**config.mk**
```make
export PLATFORM = sky130hd
export DESIGN_NAME = tw_ctrl_regs
export DESIGN_NICKNAME = d
export VERILOG_FILES = /design/src/rtl/tw_pkg.sv /design/src/rtl/tw_sync.sv /design/src/rtl/tw_shifter.sv /design/src/rtl/tw_regbank.sv /design/src/rtl/tw_ctrl_regs.sv
export SDC_FILE = /design/constraint.sdc
export NUM_CORES = 1
export LEC_CHECK = 0
export CORE_MARGIN = 4
export CORE_UTILIZATION = 62
export CTS_CLUSTER_SIZE = 8
export DETAILED_ROUTE_END_ITERATION = 6
export DONT_BUFFER_PORTS = 1
export GPL_ROUTABILITY_DRIVEN = 0
export PLACE_DENSITY = 0.78
export SLEW_MARGIN = 20
export SYNTH_ARGS = -nofsm -noshare
export SYNTH_HDL_FRONTEND = slang
export SYNTH_SLANG_ARGS = --single-unit
```
**constraint.sdc**
```tcl
create_clock -name clk_i -period 1.9 [get_ports clk_i]
set_clock_uncertainty 0.05 [all_clocks]
set_input_delay 0.38 -clock clk_i [delete_from_list [all_inputs] [get_ports clk_i]]
set_output_delay 0.38 -clock clk_i [all_outputs]
set_load 0.02 [all_outputs]
```
**src/rtl/tw_pkg.sv**
```systemverilog
package tw_pkg;

  localparam int DATA_W   = 20;
  localparam int ADDR_W   = 4;
  localparam int FRAME_W  = DATA_W + ADDR_W;
  localparam int CP_UA_W  = 10;

  localparam logic [DATA_W-1:0] CFG_RESET = 20'h0D03F;

  // Configuration word layout, MSB first; reserved fields keep bit positions.
  typedef struct packed {
    logic [3:0] rsv_19_16;
    logic       pll_en;      // 15
    logic [1:0] rsv_14_13;
    logic       iq_hi;       // 12
    logic       lo_div2;     // 11
    logic       vco_bypass;  // 10
    logic [1:0] cp_code;     // 9:8
    logic [1:0] rsv_7_6;
    logic       pd_pol;      // 5
    logic [3:0] rsv_4_1;
    logic       ld_mode;     // 0
  } cfg_word_t;

  function automatic logic [CP_UA_W-1:0] cp_code_to_ua(input logic [1:0] code);
    logic [CP_UA_W-1:0] ua;
    unique case (code)
      2'b00:   ua = CP_UA_W'(200);
      2'b01:   ua = CP_UA_W'(260);
      2'b10:   ua = CP_UA_W'(400);
      default: ua = CP_UA_W'(530);
    endcase
    return ua;
  endfunction

endpackage

```
**src/rtl/tw_sync.sv**
```systemverilog
module tw_sync #(
  parameter int          N_BITS    = 3,
  parameter int          STAGES    = 2,
  parameter logic [N_BITS-1:0] RESET_VAL = '0
) (
  input  logic              clk_i,
  input  logic              rst_ni,
  input  logic [N_BITS-1:0] async_i,
  output logic [N_BITS-1:0] sync_o
);

  localparam int CHAIN_W = STAGES * N_BITS;

  logic [CHAIN_W-1:0] chain_q;

  always_ff @(posedge clk_i or negedge rst_ni) begin
    if (!rst_ni) chain_q <= {STAGES{RESET_VAL}};
    else         chain_q <= {chain_q[CHAIN_W-N_BITS-1:0], async_i};
  end

  assign sync_o = chain_q[CHAIN_W-1 -: N_BITS];

  initial begin
    if (STAGES < 2) $error("tw_sync needs at least two stages");
  end

endmodule

```
**src/rtl/tw_shifter.sv**
```systemverilog
module tw_shifter
  import tw_pkg::*;
(
  input  logic              clk_i,
  input  logic              rst_ni,
  input  logic              cs_n_s_i,
  input  logic              sclk_s_i,
  input  logic              sdi_s_i,
  output logic              commit_o,
  output logic [DATA_W-1:0] data_o,
  output logic [ADDR_W-1:0] addr_o
);

  localparam int              CNT_W    = $clog2(FRAME_W + 2);
  localparam logic [CNT_W-1:0] CNT_FULL = CNT_W'(FRAME_W);
  localparam logic [CNT_W-1:0] CNT_OVER = CNT_W'(FRAME_W + 1);

  logic               sclk_d_q;
  logic               cs_d_q;
  logic [CNT_W-1:0]   cnt_q;
  logic [FRAME_W-1:0] shift_q;

  // Named events for the checks
  logic sclk_rise;
  logic cs_release;
  logic bit_take;

  assign sclk_rise  = sclk_s_i & ~sclk_d_q;
  assign cs_release = cs_n_s_i & ~cs_d_q;
  assign bit_take   = ~cs_n_s_i & sclk_rise;

  always_ff @(posedge clk_i or negedge rst_ni) begin
    if (!rst_ni) begin
      sclk_d_q <= 1'b0;
      cs_d_q   <= 1'b1;
      cnt_q    <= '0;
      shift_q  <= '0;
    end else begin
      sclk_d_q <= sclk_s_i;
      cs_d_q   <= cs_n_s_i;
      if (cs_n_s_i)                          cnt_q <= '0;
      else if (bit_take && cnt_q != CNT_OVER) cnt_q <= cnt_q + 1'b1;
      if (bit_take) shift_q <= {shift_q[FRAME_W-2:0], sdi_s_i};
    end
  end

  assign commit_o = cs_release && (cnt_q == CNT_FULL);
  assign data_o   = shift_q[FRAME_W-1:ADDR_W];
  assign addr_o   = shift_q[ADDR_W-1:0];

  AST_CNT_BOUNDED: assert property (@(posedge clk_i) disable iff (!rst_ni)
    cnt_q <= CNT_OVER);

  AST_CNT_CLEARS_AFTER_COMMIT: assert property (@(posedge clk_i) disable iff (!rst_ni)
    commit_o |=> (cnt_q == '0));

  AST_CNT_STEP: assert property (@(posedge clk_i) disable iff (!rst_ni)
    (!cs_n_s_i && cnt_q != '0) |-> (cnt_q - $past(cnt_q)) <= 1);

endmodule

```
**src/rtl/tw_regbank.sv**
```systemverilog
module tw_regbank
  import tw_pkg::*;
#(
  parameter int NUM_REGS = 4,
  parameter int CFG_ADDR = 3
) (
  input  logic                       clk_i,
  input  logic                       rst_ni,
  input  logic                       commit_i,
  input  logic [DATA_W-1:0]          data_i,
  input  logic [ADDR_W-1:0]          addr_i,
  output logic [NUM_REGS*DATA_W-1:0] regs_o,
  output logic [NUM_REGS-1:0]        stb_o
);

  localparam logic [ADDR_W:0] REGS_LIM = (ADDR_W+1)'(NUM_REGS);

  logic [DATA_W-1:0]   regs_q [NUM_REGS];
  logic [NUM_REGS-1:0] stb_q;
  logic                addr_valid;
  logic                write_dropped;

  assign addr_valid    = {1'b0, addr_i} < REGS_LIM;
  assign write_dropped = commit_i & ~addr_valid;

  for (genvar g = 0; g < NUM_REGS; g++) begin : g_reg
    localparam logic [DATA_W-1:0] RST_VAL = (g == CFG_ADDR) ? CFG_RESET : '0;
    logic hit;
    assign hit = commit_i && (addr_i == ADDR_W'(g));

    always_ff @(posedge clk_i or negedge rst_ni) begin
      if (!rst_ni) begin
        regs_q[g] <= RST_VAL;
        stb_q[g]  <= 1'b0;
      end else begin
        stb_q[g] <= hit;
        if (hit) regs_q[g] <= data_i;
      end
    end

    assign regs_o[g*DATA_W +: DATA_W] = regs_q[g];

    AST_STB_PULSE: assert property (@(posedge clk_i) disable iff (!rst_ni)
      stb_q[g] |=> !stb_q[g]);

    AST_REG_HOLD: assert property (@(posedge clk_i) disable iff (!rst_ni)
      !$stable(regs_q[g]) |-> stb_q[g]);
  end

  assign stb_o = stb_q;

  AST_STB_ONEHOT: assert property (@(posedge clk_i) disable iff (!rst_ni)
    $onehot0(stb_q));

  AST_DROP_NO_STB: assert property (@(posedge clk_i) disable iff (!rst_ni)
    write_dropped |=> (stb_q == '0));

endmodule

```
**src/rtl/tw_ctrl_regs.sv**
```systemverilog
module tw_ctrl_regs
  import tw_pkg::*;
#(
  parameter int NUM_REGS    = 4,
  parameter int CFG_ADDR    = 3,
  parameter int SYNC_STAGES = 2
) (
  input  logic                       clk_i,
  input  logic                       rst_ni,
  input  logic                       tw_cs_ni,
  input  logic                       tw_sclk_i,
  input  logic                       tw_sdi_i,
  input  logic                       pll_lock_i,
  output logic [NUM_REGS*DATA_W-1:0] reg_q_o,
  output logic [NUM_REGS-1:0]        reg_wr_stb_o,
  output logic                       if_pll_en_o,
  output logic                       iq_level_hi_o,
  output logic                       lo_div2_o,
  output logic                       vco_bypass_o,
  output logic [1:0]                 cp_code_o,
  output logic [CP_UA_W-1:0]         cp_ua_o,
  output logic                       pd_pol_pos_o,
  output logic                       lock_detect_o
);

  logic [2:0]        bus_s;
  logic              commit;
  logic [DATA_W-1:0] frame_data;
  logic [ADDR_W-1:0] frame_addr;
  cfg_word_t         cfg;
  logic              unused_cfg_rsv;

  tw_sync #(
    .N_BITS    (3),
    .STAGES    (SYNC_STAGES),
    .RESET_VAL (3'b100)
  ) u_sync (
    .clk_i   (clk_i),
    .rst_ni  (rst_ni),
    .async_i ({tw_cs_ni, tw_sclk_i, tw_sdi_i}),
    .sync_o  (bus_s)
  );

  tw_shifter u_shifter (
    .clk_i    (clk_i),
    .rst_ni   (rst_ni),
    .cs_n_s_i (bus_s[2]),
    .sclk_s_i (bus_s[1]),
    .sdi_s_i  (bus_s[0]),
    .commit_o (commit),
    .data_o   (frame_data),
    .addr_o   (frame_addr)
  );

  tw_regbank #(
    .NUM_REGS (NUM_REGS),
    .CFG_ADDR (CFG_ADDR)
  ) u_regbank (
    .clk_i    (clk_i),
    .rst_ni   (rst_ni),
    .commit_i (commit),
    .data_i   (frame_data),
    .addr_i   (frame_addr),
    .regs_o   (reg_q_o),
    .stb_o    (reg_wr_stb_o)
  );

  assign cfg = cfg_word_t'(reg_q_o[CFG_ADDR*DATA_W +: DATA_W]);
  assign unused_cfg_rsv = ^{cfg.rsv_19_16, cfg.rsv_14_13, cfg.rsv_7_6, cfg.rsv_4_1};

  assign if_pll_en_o   = cfg.pll_en;
  assign iq_level_hi_o = cfg.iq_hi;
  assign lo_div2_o     = cfg.lo_div2;
  assign vco_bypass_o  = cfg.vco_bypass;
  assign cp_code_o     = cfg.cp_code;
  assign cp_ua_o       = cp_code_to_ua(cfg.cp_code);
  assign pd_pol_pos_o  = cfg.pd_pol;
  assign lock_detect_o = cfg.ld_mode & pll_lock_i;

  AST_CP_LEGAL: assert property (@(posedge clk_i) disable iff (!rst_ni)
    cp_ua_o inside {10'd200, 10'd260, 10'd400, 10'd530});

  AST_LOCK_GATED: assert property (@(posedge clk_i) disable iff (!rst_ni)
    !reg_q_o[CFG_ADDR*DATA_W] |-> !lock_detect_o);

  AST_CFG_ONLY_ON_STB: assert property (@(posedge clk_i) disable iff (!rst_ni)
    !$stable(cp_code_o) |-> reg_wr_stb_o[CFG_ADDR]);

endmodule

```
* Yosys cells after proc, flatten, opt, wreduce, memory -nomap -nowiden *
Index checks and enable logic that the tools add are counted.
W data, S select, Z words.

operators by class
  eq/ne operators = 7
  reduce and logical (&&, ||, !) cells = 9
  bitwise operators = 7
  mux-type cells = 3
  add/sub/neg operators = 1

operators with widths
  kind                   number
  $pmux W10 S3           1
  $mux W5                2
  $eq A4 B2 Y1 const B   2
  $logic_and A1 B1 Y1    6
  $add A5 B1 Y5 const B  1
  $eq A5 B5 Y1 const B   1
  $ne A5 B5 Y1 const B   1
  $and A1 B1 Y1          4
  $eq A4 B1 Y1 const B   1
  $logic_not A4 Y1       1
  $not A1 Y1             3
  $eq A2 B1 Y1 const B   1
  $eq A2 B2 Y1 const B   1
  $logic_not A2 Y1       1
  $reduce_bool A2 Y1     1

word-level totals
  bits in registers = 121
  logic and storage cells = 40
  input bits = 6
  output and inout port bits = 102

* Longest topological paths before layout *
Gate-level depths: netlist of run 1.

  word-level depth = 6
  mapped depth = 6
  depth with buffers taken out = 5

* By module *
Synthesis of run 1 repeated with hierarchy kept, for this count alone.

unflattened totals
  cells, all modules = 294
  area, all modules = 4911.0 um^2

by module, submodules not included
  module        cells each  sequential area each (um^2)  area an instance (um^2)  times used
  tw_regbank    180         2113.3                       3311.9                   1
  tw_shifter    84          777.0                        1261.2                   1
  tw_sync       9           152.6                        175.2                    1
  tw_ctrl_regs  21          0.0                          162.7                    1

* Worst setup path before layout of run 1 *
OpenSTA, ideal clock, no wires.

  path kind = reg-to-reg
  from = register u_shifter.cnt_q[0]
  to = register u_regbank.regs_q (netlist bit u_regbank.regs_o[40])
  cell stages (with the launch flop) = 7
  setup slack = 0.199 ns
  period minus slack after synthesis = 1.701 ns
  data arrival time = 1.526 ns
  library setup time = 0.125 ns
  required time = 1.725 ns
  path buffers = 1
  cells stage by stage = dfrtp_1 -> inv_1 -> ha_1 -> and4b_1 -> nand4b_1 -> buf_2 -> mux2_2

between the ends
  cells in the longest elaborated chain, start to end = 3

ends and longest elaborated chain
  what                            RTL line          source
  start: declaration              tw_shifter.sv:20  logic [CNT_W-1:0] cnt_q;
  start signal: assignment        tw_shifter.sv:42  else if (bit_take && cnt_q != CNT_OVER) cnt_q <= cnt_q + 1'b1;
  $eq A5 B5 Y1                    tw_shifter.sv:47  assign commit_o = cs_release && (cnt_q == CNT_FULL);
  $logic_and A1 B1 Y1             tw_shifter.sv:47
  $logic_and A1 B1 Y1             tw_regbank.sv:29  assign hit = commit_i && (addr_i == ADDR_W'(g));
  end signal: indexed assignment  tw_regbank.sv:37  if (hit) regs_q[g] <= data_i;
  end: declaration                tw_regbank.sv:18  logic [DATA_W-1:0] regs_q [NUM_REGS];

Every way passes these cells.
A chain may end at the register's enable or synchronous reset.

* Final worst setup path of run 1 *
  from = register u_regbank.regs_q (netlist bit u_regbank.regs_o[69])
  to = output port cp_ua_o[7]

between the ends
  cells in the longest elaborated chain, start to end = 2
  elaborated cells on any way between the ends = 4
  those cells by class = eq/ne: 2; mux: 1; reduce/logical: 1

ends and longest elaborated chain
  what                                        RTL line            source
  $eq A2 B2 Y1, or another cell as far along  tw_pkg.sv:27        unique case (code)
  $pmux W10 S3 (*)                            tw_pkg.sv:27
  end: declaration                            tw_ctrl_regs.sv:21  output logic [CP_UA_W-1:0] cp_ua_o,

Every way passes the cells marked *; elsewhere a longest branch is shown, timed or not.

==> results.txt, run 1 <==
busiest grt layer: met2
cell types occupying the most area after synthesis: dfrtp_1, mux2_2, dfstp_2, ha_1, buf_4
worst skew pair latency: 0.50 ns
Iteration-0 DRC Markers: 126
clock tree sinks: 121
hold_ws: -0.4797 ns
GR Layer Usage met1: 27.01%
Post-synth EDFFs: 0
grt met3 use: 9.084%
final worst-path cycle share: 100.0%
Slew Viols, Final: 0
Final WS setup: -0.0008386 ns
RR Endpoint: u_regbank.regs_o[29]
Initial Util: 64.36%
antenna violations before repair: 0
worst-case reg-to-reg path depth: 7
Synth warnings: 0
CTS Hold Buffers Added: 3
Reg clk slew, reported paths: 0.06 ns
Pre-antenna DRT Iters: 4
first-pass GRT wire length: 14.63 mm
LEAKAGE: 2.793 nW
Pwr Total: 0.005869 W
Mapped Cells: 294
drt via density: 5.753
Final Hold Vio Count: 121
Worst setup startpoint: u_regbank.regs_o[69]
layout cells sized above 1: 54.24%
crit path capture type: output port
CTS root buf: clkbuf_8
I/O pins: 108
CTS tree: done
failing checks: negative hold slack, negative setup slack
main combinational cell family by area after synthesis: multiplexers
max-capacitance violation count: 0
RSZ-0062 raised after global routing: true
Final Instance Area: 5508 µm²
Post-Syn Area: 4693 µm²
setup_tns: -0.0008386 ns
DP Worst Slack: 0.1277 ns
adder-cell share of the synthesized area: 1.866%
die area: 9026 µm²
Synth Register Bits: 121
simple logic cell fraction of the synthesized area: 3.626%
via count: 2,468
Nets: 330
Syn Area/Cell: 15.96 µm²
number of global-route vias before repair: 2,714
Synth Area in Compound Gates: 0.5332%
most frequent CP cell: nor2_1
all-layer global routing usage: 22.10%
pin count of the biggest net entering global routing: 122
hpwl dp: 5.407 mm
Hold Crit Class: primary input to async pin
CTS Buffer Depth: 2
Max stage delay on crit path: 0.44 ns
VDD IR max: 0.6684 mV
CP Launch Type: flop
slowest cell on the critical path: dfrtp_2
Critical Path AT: 1.47 ns
run status: finished with violations
Antenna Nets Post-Route: 0
Highest Clock Rate: 0.5261 GHz
H-tree levels: 4
# rows: 31
leading area contributor after synthesis: dfrtp_1
area share of xor/xnor cells in the synthesized design: 0.1866%
Worst Setup EP: cp_ua_o[7]
Top FF cell, synth: dfrtp_1
R2R Path Start: u_shifter.cnt_q[1]
area delta synth->final: 17.36%
Setup CP Type: flop to output port
IO buf count: 0
ANT cells: 0
Routed WL per cell: 21.81 µm
Die Span Y: 95.01 µm
proportion of synthesized area in mux cells: 25.41%
most common cell after layout, fill and taps aside: dfrtp_1
crit-path max FO: 4
Placed Area: 4840 µm²
Core Area: 7292 µm²
Final Critical Period: 1.901 ns
DRC viols: 0
Die W: 95.01 µm
most frequent cells in the layout: dfrtp_1, mux2_2, buf_4
PD cells: 1066 nW/µm²
Setup-failing EPs final: 1
top cell type's share of synthesized area: 58.12%
final wirelength: 9.358 mm
Remaining Overflow, GRT: 0
sequential share of the synthesized area: 64.84%
cts bufs inserted: 17
Post-synth ARST share: 100.0%
CP cell instances: inv_2 -> ha_4 -> nor2_1 -> nor2_1 -> buf_4
reg-to-reg slack, setup: 0.05 ns
Worst EP required: 1.47 ns
library cells used by synthesis: 25
fillers: 439
GRT met2 Usage: 36.41%
==> final cells by class <==
class	count	area [µm²]	share of cell area [%]
sequential	121	3044	55.27
multi-input combinational	145	1528	27.74
clock buffer	18	427.9	7.769
timing repair buffer	24	230.2	4.180
clock inverter	14	123.9	2.249
tap	99	123.9	2.249
inverter	8	30.03	0.5452
==> kinds of logic after synthesis <==
| logic type | Yosys count |
|---|---|
| buf+inv | 29 |
| simple gates | 24 |
| xor+xnor | 1 |
| flops | 121 |
| fa+ha+maj | 7 |
| compound gates | 5 |
| other cells | 1 |
| mux | 106 |
==> stage by stage <==
step	util [%]	hold WS [ns]	instances
after floorplan	-	0.03441	295
after global placement	66.37	0.03663	389
after detailed placement	66.37	0.03624	389
after CTS	74.66	-0.5086	426
after global routing	75.53	-0.5216	429
final	75.53	-0.4797	429
==> synthesized netlist by cell type (3+ instances only) <==
cell type and instances:
nor2_1 4, ha_1 7, dfstp_2 12, mux2_2 105
buf_2 10, nand2b_1 3, a21oi_1 3, buf_4 11
inv_1 8, or3_1 3, dfrtp_1 109
==> per-layer routing <==
layer	wire [µm]	part of all wire [%]
met1	3715	40
met2	4850	52
met3	693	7.4
met4	99	1.1
met5	0	0
==> worst min path at each step <==
| stage | to | slack (ns) | cells past startpoint |
|---|---|---|---|
| after floorplan | u_regbank.regs_o[0] | 0.03 | 0 |
| after global placement | u_regbank.regs_o[56] | 0.04 | 0 |
| after CTS | u_regbank.regs_o[56] | -0.51 | 0 |
| after global routing | u_regbank.regs_o[56] | -0.52 | 0 |
| after detailed placement | u_regbank.regs_o[56] | 0.04 | 0 |
| final | u_regbank.regs_o[56] | -0.48 | 0 |
==> report_power, final <==
part | total, W | leakage (nW) | switching [W] | internal, W
logic | 0.000146 | 0.909 | 0.0000480 | 0.0000976
clock network | 0.00291 | 0.263 | 0.00114 | 0.00177
registers | 0.00282 | 1.62 | 0.000142 | 0.00267
==> what timing repair did <==
item,in CTS,in global routing
pin swaps,0,4
buffers inserted,2,2
endpoints found under the setup margin,2,15
hold endpoints to repair,124,121
gates resized for setup,5,4
gates cloned,0,1
==> critical path, delay by kind of cell (launching register included) <==
kind	cells	cell delay (ns)
adders and majority gates	1	0.14
buffers and inverters	2	0.25
DFF	1	0.44
and+or+nand+nor	2	0.14
==> flip-flops by register name, summed over array words and instances, names as in the netlist <==
register,cells
u_regbank.regs_o,80
u_shifter.shift_q,24
u_sync.chain_q,6
u_shifter.cnt_q,5
u_regbank.stb_o,4
u_shifter.cs_d_q,1
u_shifter.sclk_d_q,1
Note: power is estimated with default switching activity, not from simulation.
==> run 2, diff against run 1 <==
--- a/config.mk
+++ b/config.mk
@@ -6,12 +6,13 @@
 export NUM_CORES = 1
 export LEC_CHECK = 0
 export CORE_MARGIN = 4
-export CORE_UTILIZATION = 62
+export CORE_UTILIZATION = 65
+export CTS_BUF_LIST = sky130_fd_sc_hd__clkbuf_8
 export CTS_CLUSTER_SIZE = 8
 export DETAILED_ROUTE_END_ITERATION = 6
 export DONT_BUFFER_PORTS = 1
 export GPL_ROUTABILITY_DRIVEN = 0
-export PLACE_DENSITY = 0.78
+export PLACE_DENSITY = 0.81
 export SLEW_MARGIN = 20
 export SYNTH_ARGS = -nofsm -noshare
 export SYNTH_HDL_FRONTEND = slang
==> run 2 against run 1 <==
Net effect: the flow finishes with violations (negative hold slack); critical path depth unchanged; global-route usage shrank 0.13 points; flip-flop and latch count is the same; routed wire length down 5.9%; final cell count is 1.4% lower; worst hold slack better by 0.072 ns; combinational power about the same; cell area is 3.5% lower; highest routed layer unchanged.
==> results.txt, run 2 (synthesis results as in run 1) <==
Final Hold Vio Count: 121
P_int: 0.004197 W
hold_ws: -0.4073 ns
most frequent CP cell: nor2_1
fin util: 76.92%
antenna violations before repair: 0
Net Switching: 0.001193 W
# rows: 30
layout cells sized above 1: 53.21%
CTS tree: done
Core Area: 6907 µm²
clock tree sinks: 121
pin count of the biggest net entering global routing: 122
Critical Path AT: 1.39 ns
grt met3 use: 9.815%
CP cell instances: inv_1 -> ha_2 -> nor2_1 -> nor2_1 -> buf_4
max-capacitance violation count: 0
crit-path max FO: 3
Die W: 92.97 µm
Setup CP Type: flop to output port
CTS Buffer Depth: 2
Logic pwr share: 2.7%
RSZ-0062 raised after global routing: true
first-pass GRT wire length: 13.95 mm
Routed WL per cell: 20.82 µm
Antenna Nets Post-Route: 0
final worst-path cycle share: 95.75%
Worst EP required: 1.47 ns
via count: 2,429
cts bufs inserted: 17
Highest Clock Rate: 0.5497 GHz
IO buf count: 0
H-tree levels: 4
Nets: 327
GRT met2 Usage: 35.81%
GR Layer Usage met1: 26.94%
Iteration-0 DRC Markers: 106
Net Sw Frac: 22.13%
Initial Util: 67.95%
Remaining Overflow, GRT: 0
worst skew pair latency: 0.42 ns
drt via density: 5.742
DP Worst Slack: 0.1235 ns
most frequent cells in the layout: dfrtp_1, mux2_2, clkbuf_8, buf_4, dfstp_2
WP buf/inv: 2
DRC viols: 0
Hold Crit Class: primary input to async pin
CP Launch Type: flop
Max stage delay on crit path: 0.39 ns
run status: finished with violations
final wirelength: 8.807 mm
failing checks: negative hold slack
I/O pins: 108
Setup-failing EPs final: 0
area delta synth->final: 13.20%
CTS Hold Buffers Added: 3
number of global-route vias before repair: 2,538
LEAKAGE: 2.705 nW
CTS root buf: clkbuf_8
Pwr Total: 0.005390 W
Final WS setup: 0.08073 ns
max reg flops: 80
Slew Viols, Final: 0
Clock Power Share: 45.4%
Reg clk slew, reported paths: 0.07 ns
PD cells: 1015 nW/µm²
most common cell after layout, fill and taps aside: dfrtp_1
Die Span Y: 92.97 µm
slowest cell on the critical path: dfrtp_1
VDD IR max: 0.6629 mV
busiest grt layer: met2
ANT cells: 0
sequential share of power: 51.9%
Pre-antenna DRT Iters: 4
all-layer global routing usage: 21.97%
hpwl dp: 5.600 mm
Worst path top cell family by delay: flip-flops
Final Critical Period: 1.819 ns
crit path capture type: output port
die area: 8643 µm²
## run 2: cell types whose count changed in the layout (fill, tap and decap cells not counted), sizes merged
cell,change
clkinv,-1
inv,-1
buf,-2
clkbuf,-2
bufinv,+3
## run 2: path summary, 6_finish.rpt
path / from / to / slack [ns] / cells past startpoint
setup / recovery: u_regbank.regs_o[68] / cp_ua_o[7] / 0.08 / 5
hold / removal: rst_ni / u_regbank.regs_o[56] / -0.41 / 0
setup reg to reg: u_shifter.cnt_q[1] / u_regbank.regs_o[22] / 0.12 / 6
hold reg to reg: u_sync.chain_q[1] / u_sync.chain_q[4] / 0.30 / 0
max in group asynchronous: rst_ni / u_regbank.regs_o[65] / 1.95 / 0
min in group clk_i: u_sync.chain_q[1] / u_sync.chain_q[4] / 0.30 / 0
## run 2: metrics by stage
stage	instances	area, µm²	setup TNS [ns]
after floorplan	295	4697	0
after global placement	387	4831	0
after detailed placement	387	4831	0
after CTS	422	5298	0
after global routing	423	5313	-0.06198
final	423	5313	0
## run 2: layout make-up
| class | instances | area (µm²) |
|---|---|---|
| inverter | 8 | 30.03 |
| sequential | 121 | 3043 |
| multi-input combinational | 145 | 1508 |
| clock buffer | 17 | 234.0 |
| timing repair buffer | 21 | 177.7 |
| tap | 96 | 120.1 |
| fill | 405 | 1594 |
| clock inverter | 15 | 200.2 |
## run 2: power groups by stage
| stage | registers (W) | logic, W | clock network [W] |
|---|---|---|---|
| after global routing | 0.00282 | 0.000165 | 0.00263 |
| after detailed placement | 0.00285 | 0.000141 | 0 |
| after CTS | 0.00280 | 0.000148 | 0.00249 |
| after global placement | 0.00284 | 0.000133 | 0 |
| final | 0.00280 | 0.000147 | 0.00245 |
| after floorplan | 0.00280 | 0.000119 | 0 |
## run 2: timing repair
item	4_1_cts	5_1_grt
gates cloned	0	0
buffers inserted	0	1
pin swaps	0	1
gates resized for setup	1	4
setup endpoints to repair	1	1
hold endpoints to repair	124	121
## run 2: routing by layer
metal / vias to the layer above / routed length [µm]
met5: - / 0
met4: 0 / 91
met3: 13 / 593
met2: 75 / 4611
met1: 1286 / 3511
li1: 1055 / -
